## src/rtl/rt_err_pkg.sv

```systemverilog
package rt_err_pkg;
  typedef enum logic {ST_IDLE = 1'b0, ST_RX = 1'b1} msg_state_e;
  localparam logic [4:0] BCAST_ADDR  = 5'd31;
  localparam int         SW_ME_BIT   = 10;
  localparam int         SW_BUSY_BIT = 3;
endpackage

```

## src/rtl/rt_rst_sync.sv

```systemverilog
module rt_rst_sync (
  input  logic clk,
  input  logic rst_n,
  output logic rst_sync_n
);
  logic meta_q;

  always_ff @(posedge clk or negedge rst_n) begin
    if (!rst_n) begin
      meta_q     <= 1'b0;
      rst_sync_n <= 1'b0;
    end else begin
      meta_q     <= 1'b1;
      rst_sync_n <= meta_q;
    end
  end
endmodule

```

## src/rtl/rt_tick_gen.sv

```systemverilog
module rt_tick_gen #(
  parameter int DIV = 50
) (
  input  logic clk,
  input  logic rst_n,
  output logic tick
);
  localparam int DW = $clog2(DIV + 1);
  logic [DW-1:0] cnt_q, cnt_d;
  logic          tick_d;

  always_comb begin
    tick_d = (cnt_q == DW'(DIV - 1));
    cnt_d  = tick_d ? '0 : cnt_q + 1'b1;
  end

  always_ff @(posedge clk or negedge rst_n) begin
    if (!rst_n) begin
      cnt_q <= '0;
      tick  <= 1'b0;
    end else begin
      cnt_q <= cnt_d;
      tick  <= tick_d;
    end
  end
endmodule

```

## src/rtl/rt_tick_timer.sv

```systemverilog
module rt_tick_timer #(
  parameter int LIMIT = 8
) (
  input  logic clk,
  input  logic rst_n,
  input  logic run,
  input  logic tick,
  output logic expired,
  output logic fire
);
  localparam int CW = $clog2(LIMIT + 1);
  logic [CW-1:0] cnt_q, cnt_d;
  logic          exp_d, fire_d;
  logic          cnt_en;

  always_comb begin
    cnt_d  = cnt_q;
    exp_d  = expired;
    fire_d = 1'b0;
    cnt_en = run && tick && !expired;
    if (!run) begin
      cnt_d = '0;
      exp_d = 1'b0;
    end else if (cnt_en) begin
      if (cnt_q == CW'(LIMIT - 1)) begin
        exp_d  = 1'b1;
        fire_d = 1'b1;
      end else begin
        cnt_d = cnt_q + 1'b1;
      end
    end
  end

  always_ff @(posedge clk or negedge rst_n) begin
    if (!rst_n) begin
      cnt_q   <= '0;
      expired <= 1'b0;
      fire    <= 1'b0;
    end else begin
      cnt_q   <= cnt_d;
      expired <= exp_d;
      fire    <= fire_d;
    end
  end
endmodule

```

## src/rtl/rt_msg_err_handler.sv

```systemverilog
module rt_msg_err_handler
  import rt_err_pkg::*;
#(
  parameter int CLK_PER_US = 50,
  parameter int BK_TMO_US  = 8,
  parameter int TX_MAX_US  = 668
) (
  input  logic        clk,
  input  logic        rst_n,
  input  logic        wd_stb,
  input  logic        wd_is_cmd,
  input  logic        wd_par_err,
  input  logic        wd_man_err,
  input  logic        wd_sync_err,
  input  logic [15:0] wd_data,
  input  logic        rx_gap,
  input  logic [4:0]  my_addr,
  input  logic        illegal_int,
  input  logic        illegal_ext,
  input  logic        bk_busy,
  input  logic        bk_req,
  input  logic        bk_ack,
  input  logic        tx_active,
  input  logic [15:0] tx_expect,
  output logic [15:0] sw_flags,
  output logic        send_status,
  output logic        abort,
  output logic        msg_fail_irq,
  output logic        tx_kill
);
  logic rst_i_n, tick, bk_fire, bk_exp, wd_fire;

  rt_rst_sync u_rst (.clk(clk), .rst_n(rst_n), .rst_sync_n(rst_i_n));

  rt_tick_gen #(.DIV(CLK_PER_US)) u_tick (
    .clk(clk), .rst_n(rst_i_n), .tick(tick));

  rt_tick_timer #(.LIMIT(BK_TMO_US)) u_bk_tmr (
    .clk(clk), .rst_n(rst_i_n), .run(bk_req && !bk_ack), .tick(tick),
    .expired(bk_exp), .fire(bk_fire));

  rt_tick_timer #(.LIMIT(TX_MAX_US)) u_tx_wd (
    .clk(clk), .rst_n(rst_i_n), .run(tx_active), .tick(tick),
    .expired(tx_kill), .fire(wd_fire));

  // word classification
  logic       wd_bad, rx_evt, cmd_ok, for_me, is_bc, is_tx, echo_fail;
  logic [4:0] c_addr, c_wc;

  always_comb begin
    c_addr    = wd_data[15:11];
    is_tx     = wd_data[10];
    c_wc      = wd_data[4:0];
    wd_bad    = wd_par_err | wd_man_err | wd_sync_err;
    rx_evt    = wd_stb && !tx_active;
    cmd_ok    = rx_evt && wd_is_cmd && !wd_bad;
    is_bc     = (c_addr == BCAST_ADDR);
    for_me    = (c_addr == my_addr) || is_bc;
    echo_fail = wd_stb && tx_active && (wd_bad || (wd_data != tx_expect));
  end

  // message sequencer
  msg_state_e state_q, state_d;
  logic [5:0] cnt_q, cnt_d;
  logic       bc_q, bc_d, me_q, me_d, busy_q, busy_d;
  logic       stat_d, fail, fail_any;

  always_comb begin
    state_d = state_q;
    cnt_d   = cnt_q;
    bc_d    = bc_q;
    me_d    = me_q;
    busy_d  = busy_q;
    stat_d  = 1'b0;
    fail    = 1'b0;
    case (state_q)
      ST_IDLE: begin
        if (cmd_ok && for_me) begin
          me_d   = 1'b0;
          busy_d = bk_busy;
          bc_d   = is_bc;
          if (is_bc && is_tx) begin
            fail = 1'b1;
          end else if (illegal_int || illegal_ext) begin
            me_d   = 1'b1;
            stat_d = !is_bc;
          end else if (is_tx) begin
            stat_d = 1'b1;
          end else begin
            state_d = ST_RX;
            cnt_d   = (c_wc == 5'd0) ? 6'd32 : {1'b0, c_wc};
          end
        end
      end
      ST_RX: begin
        if (bk_busy) busy_d = 1'b1;
        if (rx_evt && !wd_is_cmd) begin
          if (wd_bad) begin
            fail = 1'b1;
          end else begin
            cnt_d = cnt_q - 1'b1;
            if (cnt_q == 6'd1) begin
              state_d = ST_IDLE;
              stat_d  = !bc_q;
            end
          end
        end else if (cmd_ok || rx_gap) begin
          fail = 1'b1;
        end
      end
      default: state_d = ST_IDLE;
    endcase
    fail_any = fail || echo_fail || bk_fire;
    if (fail_any) begin
      me_d    = 1'b1;
      stat_d  = 1'b0;
      state_d = ST_IDLE;
    end
  end

  always_ff @(posedge clk or negedge rst_i_n) begin
    if (!rst_i_n) begin
      state_q      <= ST_IDLE;
      cnt_q        <= '0;
      bc_q         <= 1'b0;
      me_q         <= 1'b0;
      busy_q       <= 1'b0;
      send_status  <= 1'b0;
      abort        <= 1'b0;
      msg_fail_irq <= 1'b0;
    end else begin
      state_q      <= state_d;
      cnt_q        <= cnt_d;
      bc_q         <= bc_d;
      me_q         <= me_d;
      busy_q       <= busy_d;
      send_status  <= stat_d;
      abort        <= fail_any;
      msg_fail_irq <= fail_any || wd_fire;
    end
  end

  always_comb begin
    sw_flags              = '0;
    sw_flags[SW_ME_BIT]   = me_q;
    sw_flags[SW_BUSY_BIT] = busy_q;
  end

  logic unused_ok;
  assign unused_ok = bk_exp;
endmodule

```

## config.mk

```make
export PLATFORM = sky130hd
export DESIGN_NAME = rt_msg_err_handler
export DESIGN_NICKNAME = d
export VERILOG_FILES = /design/src/rtl/rt_err_pkg.sv /design/src/rtl/rt_rst_sync.sv /design/src/rtl/rt_tick_gen.sv /design/src/rtl/rt_tick_timer.sv /design/src/rtl/rt_msg_err_handler.sv
export SDC_FILE = /design/constraint.sdc
export NUM_CORES = 1
export LEC_CHECK = 0
export BUFFER_PORTS_ARGS = -buffer_cell sky130_fd_sc_hd__buf_2
export CORE_ASPECT_RATIO = 0.6
export CORE_MARGIN = 2
export CORE_UTILIZATION = 27
export DETAILED_ROUTE_END_ITERATION = 16
export PLACE_DENSITY_LB_ADDON = 0.1
export SYNTH_ARGS = -nofsm -noshare
export SYNTH_HDL_FRONTEND = slang
export SYNTH_SLANG_ARGS = --single-unit
```

## constraint.sdc

```tcl
create_clock -name clk -period 1.2 [get_ports clk]
set_input_delay 0.12 -clock clk [delete_from_list [all_inputs] [get_ports clk]]
set_output_delay 0.12 -clock clk [all_outputs]
set_load 0.1 [all_outputs]
```

==> metrics.md, run 1 <==
| Metric | Value |
|---|---|
| Count of final hold-check violations | `0` |
| Status | `complete, but fails checks` |
| TritonCTS clock tree | `built` |
| Skew final | `between 6 and 7 ps` |
| Htree depth | `2` |
| Failing checks | `setup timing` |
| Die area | `between 9000 and 10,000 sq um` |
| Cell Area, Synth | `~2500 sq um` |
| Syn avg cell area | `between 9 and 10 sq um` |
| Top post-synthesis cells by area | `dfrtp_1, xor2_1, xnor2_1` |
| Pin count of the biggest net entering global routing | `39` |
| 1st-pass router iterations | `4` |
| RSZ-0062 raised after global routing | `true` |
| Distinct cells, synth | `51` |
| Worst EP arrival | `1760 ps` |
| WS Path Type | `flop to flop` |
| Reg2Reg Setup Slack | `-350 ps` |
| Placement Cell Area | `roughly 3500 sq um` |
| Final core utilization | `a little under half` |
| Total grt overflow | `0` |
| Commonest non-fill, non-tap cell in the layout | `buf_4` |
| Delay-heaviest family, CP | `simple AND/OR/NAND/NOR gates` |
| Area of the multi-input gates | `~1700 sq um` |
| Register area share after synthesis | `approximately 41%` |
| Most frequent cells in the layout | `buf_4, buf_2, dfrtp_1` |
| Fin area | `4083 sq um` |
| Fillers | `~810` |
| Total number of vias | `about 2,200` |
| CTS Buffer Depth | `2` |
| Antenna violations before repair | `0` |
| MaxCap Viol Count | `0` |
| Max IR drop VDD | `0.4572 mV` |
| FF+latch area | `1006 sq um` |
| Setup-failing EPs final | `29` |
| Share of cells above drive strength 1 | `between 50% and 60%` |
| Minimum clock period | `roughly 1500 ps` |
| WHS Path Cells | `3` |
| Worst-path clk slew | `approximately 60 ps` |
| # IOs | `between 70 and 80` |
| Top-area cell type share of the netlist area | `40.84%` |
| Post-DP HPWL | `slightly above 5 mm` |
| Total Routed Length | `6.751 mm` |
| Num CTS Buffers | `5` |
| Worst skew pair latency | `290 ps` |
| Slew Viols, Final | `0` |
| Antenna Nets Post-Route | `0` |
| Gr usage total | `14.55%` |
| Critical path cell sequence | `nand3b_4 > or3_4 > or4_1 > a32oi_1` |
| Clock root buffer | `clkbuf_16` |
| Area growth, synth to finish | `66.56%` |
| Instance count on the critical path | `4` |
| Syn. warnings | `0` |
| Starting Density | `28.33%` |
| Nets | `approximately 440` |
| Hold Path Class | `primary input to flop` |
| Clock sinks | `40` |
| P_leak | `just under 2 nW` |
| Buf+Inv Stages, Crit Path | `0` |
| Setup ws final | `-345.7 ps` |
| Die Y | `just under 80 um` |
| Slowest CP cell | `or4_1` |
| Ys async rst share | `between 90% and 100%` |
| Critical-path maximum fanout | `2` |
| Power Density | `837.6 nW/um^2` |
| Port Buf Inserts | `56` |
| DR vias/cell | `roughly 4.4` |
| Starting DRC count in detailed routing | `82` |
| DRC violations left | `0` |
| First-pass GRT wire length | `11.25 mm` |
| Wire per inst | `13.75 um` |
| Fin crit share | `128.8%` |
| Die X | `approximately 130 um` |
| WP data required | `around 1400 ps` |
| Setup crit end kind | `flop` |
| Vias in the first global route | `2,151` |
| Yosys top cell by area | `dfrtp_1` |
| Worst R2R Path Depth | `4` |
| Mapped Cells | `247` |
| Yosys reg bits | `40` |
| Synth Flop Type | `dfrtp_1` |
| Final estimated routing congestion in global placement | `~0.76` |
| Fmax | `between 600 and 700 MHz` |
| CP max stage delay | `around 400 ps` |
| Worst Setup Start Kind | `flop` |
| Core region area | `8653 sq um` |
| Rows | `26` |
| Ant. Diodes | `0` |
| Post-synth EDFFs | `0` |
==> flip-flops by register name (all words and copies together) (netlist names) <==
signal            count
abort                 1
bc_q                  1
busy_q                1
cnt_q                 6
me_q                  1
msg_fail_irq          1
send_status           1
state_q               1
u_bk_tmr.cnt_q        4
u_bk_tmr.expired      1
u_bk_tmr.fire         1
u_rst.meta_q          1
u_rst.rst_sync_n      1
u_tick.cnt_q          6
u_tick.tick           1
u_tx_wd.cnt_q        10
u_tx_wd.expired       1
u_tx_wd.fire          1
==> area by class of cell <==
cell class	count	area share [%]
timing repair buffer	130	25.74
clock buffer	5	3.065
clock inverter	3	0.4597
tap	112	3.432
inverter	6	0.5516
multi-input combinational	195	42.11
sequential	40	24.64
==> timing repair <==
action	4_1_cts	5_1_grt
hold buffers	1	0
gates resized for setup	48	38
pin swaps	29	31
hold endpoints to repair	2	0
buffers inserted	5	6
endpoints found under the setup margin	31	37
==> Yosys cell counts (all sizes together) (2+ instances only) <==
library cell	instances
o21ai	5
and4	3
conb	2
a31oi	2
a32oi	2
or4	3
nor4b	2
nand2	18
nor2	20
nand3b	4
inv	6
nor4	3
a21oi	6
nand4b	2
a21o	2
nor3	4
buf	17
and3b	2
nand2b	2
nand4	6
or3	2
clkbuf	2
dfrtp	40
and3	3
nand3	7
mux2i	9
and2	12
mux2	2
xor2	20
nor3b	3
ha	6
xnor2	19
==> cell families after synthesis <==
| kind of cell | after synthesis | share of synthesized area [%] |
|---|---|---|
| AND/OR/NAND/NOR | 98 | 23.28 |
| AO/OA/AOI/OAI | 26 | 7.555 |
| flip-flops | 40 | 40.84 |
| multiplexers | 11 | 4.594 |
| adder cells (fa/ha/maj) | 6 | 3.063 |
| XOR/XNOR | 39 | 13.94 |
| buffers and inverters | 25 | 6.432 |
| other | 2 | 0.3064 |
==> power by group <==
part           switching, mW  internal [mW]
Clock                  0.550          0.766
Combinational          0.440          0.263
Sequential            0.0296           1.37
Total                   1.02           2.40
==> layer usage <==
| metal | part of all wire, % | track usage [%] | wire (um) | up-vias |
|---|---|---|---|---|
| met2 | 39 | 18.71 | 2613 | 49 |
| met5 | 0 | 0 | 0 | - |
| met4 | 1.1 | 3.626 | 74 | 0 |
| met3 | 4.5 | 3.379 | 305 | 7 |
| li1 | - | - | - | 1090 |
| met1 | 56 | 23.59 | 3757 | 1038 |
==> path summary, 6_finish.rpt <==
kind / startpoint / endpoint
worst max-delay path: cnt_q[2] / cnt_q[5]
worst min-delay path: bk_busy / busy_q
worst max register to register: cnt_q[2] / cnt_q[5]
worst min register to register: u_rst.rst_sync_n / u_tx_wd.cnt_q[0]
max in group asynchronous: u_rst.rst_sync_n / u_tx_wd.cnt_q[1]
min in group asynchronous: rst_n / u_rst.rst_sync_n
==> stage by stage <==
stage          power [mW]  std cells  setup TNS [ps]  hold slack (ps)  setup WS, ps
2_1_floorplan       1.825        260           -4899           -175.6        -380.2
3_3_place_gp        2.059        474           -8236           -92.87        -414.9
3_5_place_dp        2.060        474           -8167           -91.88        -438.7
4_1_cts             3.437        488           -3891            127.0        -341.5
5_1_grt             3.592        491           -6610            160.2        -392.6
6_report            3.420        491           -3793            141.4        -345.7
==> tightest hold or removal path: cells and delay by family <==
family	cells	cell delay, ps
buf+inv	1	110
compound gates	1	50
simple gates	1	110
(Power assumes the default switching activity.)
==> inputs of run 2 (changes only) <==
Settings changed: CORE_UTILIZATION 27 to 24.
==> run 2 against run 1 <==
  * The run still ends with setup timing left
  * Register-to-register slack better by 20 ps
  * Flip-flop and latch count unchanged
  * Maximum frequency up 1.2%
  * Worst setup slack improved by 18 ps
  * Sequential power hardly changed
  * Largest cell class unchanged
==> metrics.md, run 2 (synthesis gave the netlist of run 1 again) <==
| Metric | Value |
|---|---|
| Share of cells above drive strength 1 | `54.86%` |
| Min-delay src | `bk_busy` |
| Htree depth | `2` |
| Antenna violations before repair | `0` |
| DP Cell Count | `roughly 500` |
| Clock root buffer | `clkbuf_16` |
| Clock sinks | `40` |
| Slowest CP cell | `or4_1` |
| Wire per inst | `about 14 um` |
| Rows | `28` |
| First-pass GRT wire length | `between 10 and 15 mm` |
| Fin crit share | `127.3%` |
| Setup crit end kind | `flop` |
| 1st-pass router iterations | `4` |
| Skew final | `roughly 3 ps` |
| Final std cells w/o fill | `a little over 500` |
| Commonest non-fill, non-tap cell in the layout | `buf_4` |
| CP max stage delay | `roughly 400 ps` |
| Hold Path Class | `primary input to flop` |
| Status | `complete, but fails checks` |
| Port Buf Inserts | `56` |
| TNS Setup | `-4372 ps` |
| Placement Cell Area | `3518 sq um` |
| MaxCap Viol Count | `0` |
| Worst R2R Start | `cnt_q[2]` |
| Ant. Diodes | `0` |
| Fmax | `around 650 MHz` |
| Total Routed Length | `6.975 mm` |
| WHS Path Cells | `3` |
| CTS Buffer Depth | `2` |
| Delay-heaviest family, CP | `simple AND/OR/NAND/NOR gates` |
| Worst Setup Start Kind | `flop` |
| Die area | `roughly 11,000 sq um` |
| Largest register FFs | `10` |
| Critical-path maximum fanout | `2` |
| Worst slack, placed | `-491.9 ps` |
| Vias in the first global route | `2,215` |
| TritonCTS clock tree | `built` |
| Largest regs | `u_tx_wd.cnt_q x10, cnt_q x6, u_tick.cnt_q x6` |
| Critical path cell sequence | `nand3b_4 > or3_4 > or4_1 > a32oi_1` |
| Starting DRC count in detailed routing | `92` |
| Count of final hold-check violations | `0` |
| Worst skew pair latency | `280 ps` |
| Die Y | `~82 um` |
| Largest Register | `u_tx_wd.cnt_q` |
| Post-DP HPWL | `5.237 mm` |
| Fin area | `between 4000 and 5000 sq um` |
| Gr usage total | `13.36%` |
| Total grt overflow | `0` |
| Power Density | `~800 nW/um^2` |
| Total power draw | `3.396 mW` |
| Setup-failing EPs final | `28` |
| Instance count on the critical path | `4` |
| Minimum clock period | `roughly 1500 ps` |
| Most frequent cells in the layout | `buf_4, dfrtp_1, buf_2` |
| Starting Density | `about 25%` |
| Worst-path clk slew | `approximately 50 ps` |
| RSZ-0062 raised after global routing | `true` |
| Failing checks | `setup timing` |
| P_leak | `roughly 2 nW` |
| WS Path Type | `flop to flop` |
| # IOs | `slightly above 70` |
| Num CTS Buffers | `5` |
| Critical Path Start | `cnt_q[2]` |
| Final estimated routing congestion in global placement | `~0.8` |
| Worst EP arrival | `1730 ps` |
| Area growth, synth to finish | `72.74%` |
| Worst hold slack | `133.5 ps` |
| Slew Viols, Final | `0` |
| Setup ws final | `-327.9 ps` |
| DR vias/cell | `approximately 4.3` |
| Buf+Inv Stages, Crit Path | `0` |
| Antenna Nets Post-Route | `0` |
| Total number of vias | `~2,200` |
| Pin count of the biggest net entering global routing | `26` |
| Die X | `~130 um` |
| Core region area | `a little under 10,000 sq um` |
| Max IR drop VDD | `between 0.4 and 0.5 mV` |
| Nets | `about 440` |
| Worst R2R Path Depth | `4` |
| Final core utilization | `between 40 and 50%` |
| DRC violations left | `0` |
| WP data required | `around 1400 ps` |
run 2: worst reg2reg max path: cells and delay by family (launching register included):
family / cells / cell delay (ps)
compound gates: 1 / 170
flops: 1 / 370
simple gates: 3 / 900
run 2: per-layer routing:
layer,wire [um],vias up,global-route usage (%)
li1,-,1103,-
met1,3780,1078,19.93
met2,2907,31,19.03
met3,219,8,3.358
met4,69,0,3.474
met5,0,-,0
run 2: final timing paths:
check	endpoint	slack [ps]
max in group asynchronous	state_q	660
hold reg to reg	u_tx_wd.cnt_q[4]	200
min in group asynchronous	u_rst.rst_sync_n	150
setup / recovery	cnt_q[5]	-330
hold / removal	busy_q	130
setup reg to reg	cnt_q[5]	-330
run 2: final cells by class:
cell class | instances | area [sq um]
clock buffers | 6 | 128.9
flip-flops and latches | 40 | 1007
fillers | 961 | 5645
repair buffers | 133 | 1112
well taps | 135 | 168.9
multi-input cells | 195 | 1784
inverters | 6 | 27.53
clock inverters | 1 | 5.005
run 2: where the power goes:
part / internal (mW) / switching (mW)
clock: 0.755 / 0.494
combinational: 0.291 / 0.456
sequential: 1.37 / 0.0300
run 2: timing repair:
action / 4_1_cts / 5_1_grt
buffers inserted: 10 / 7
hold buffers: 1 / 0
hold endpoints to repair: 2 / 0
setup endpoints to repair: 31 / 37
resized for setup: 58 / 55
gates cloned: 0 / 0
pin swaps: 34 / 29
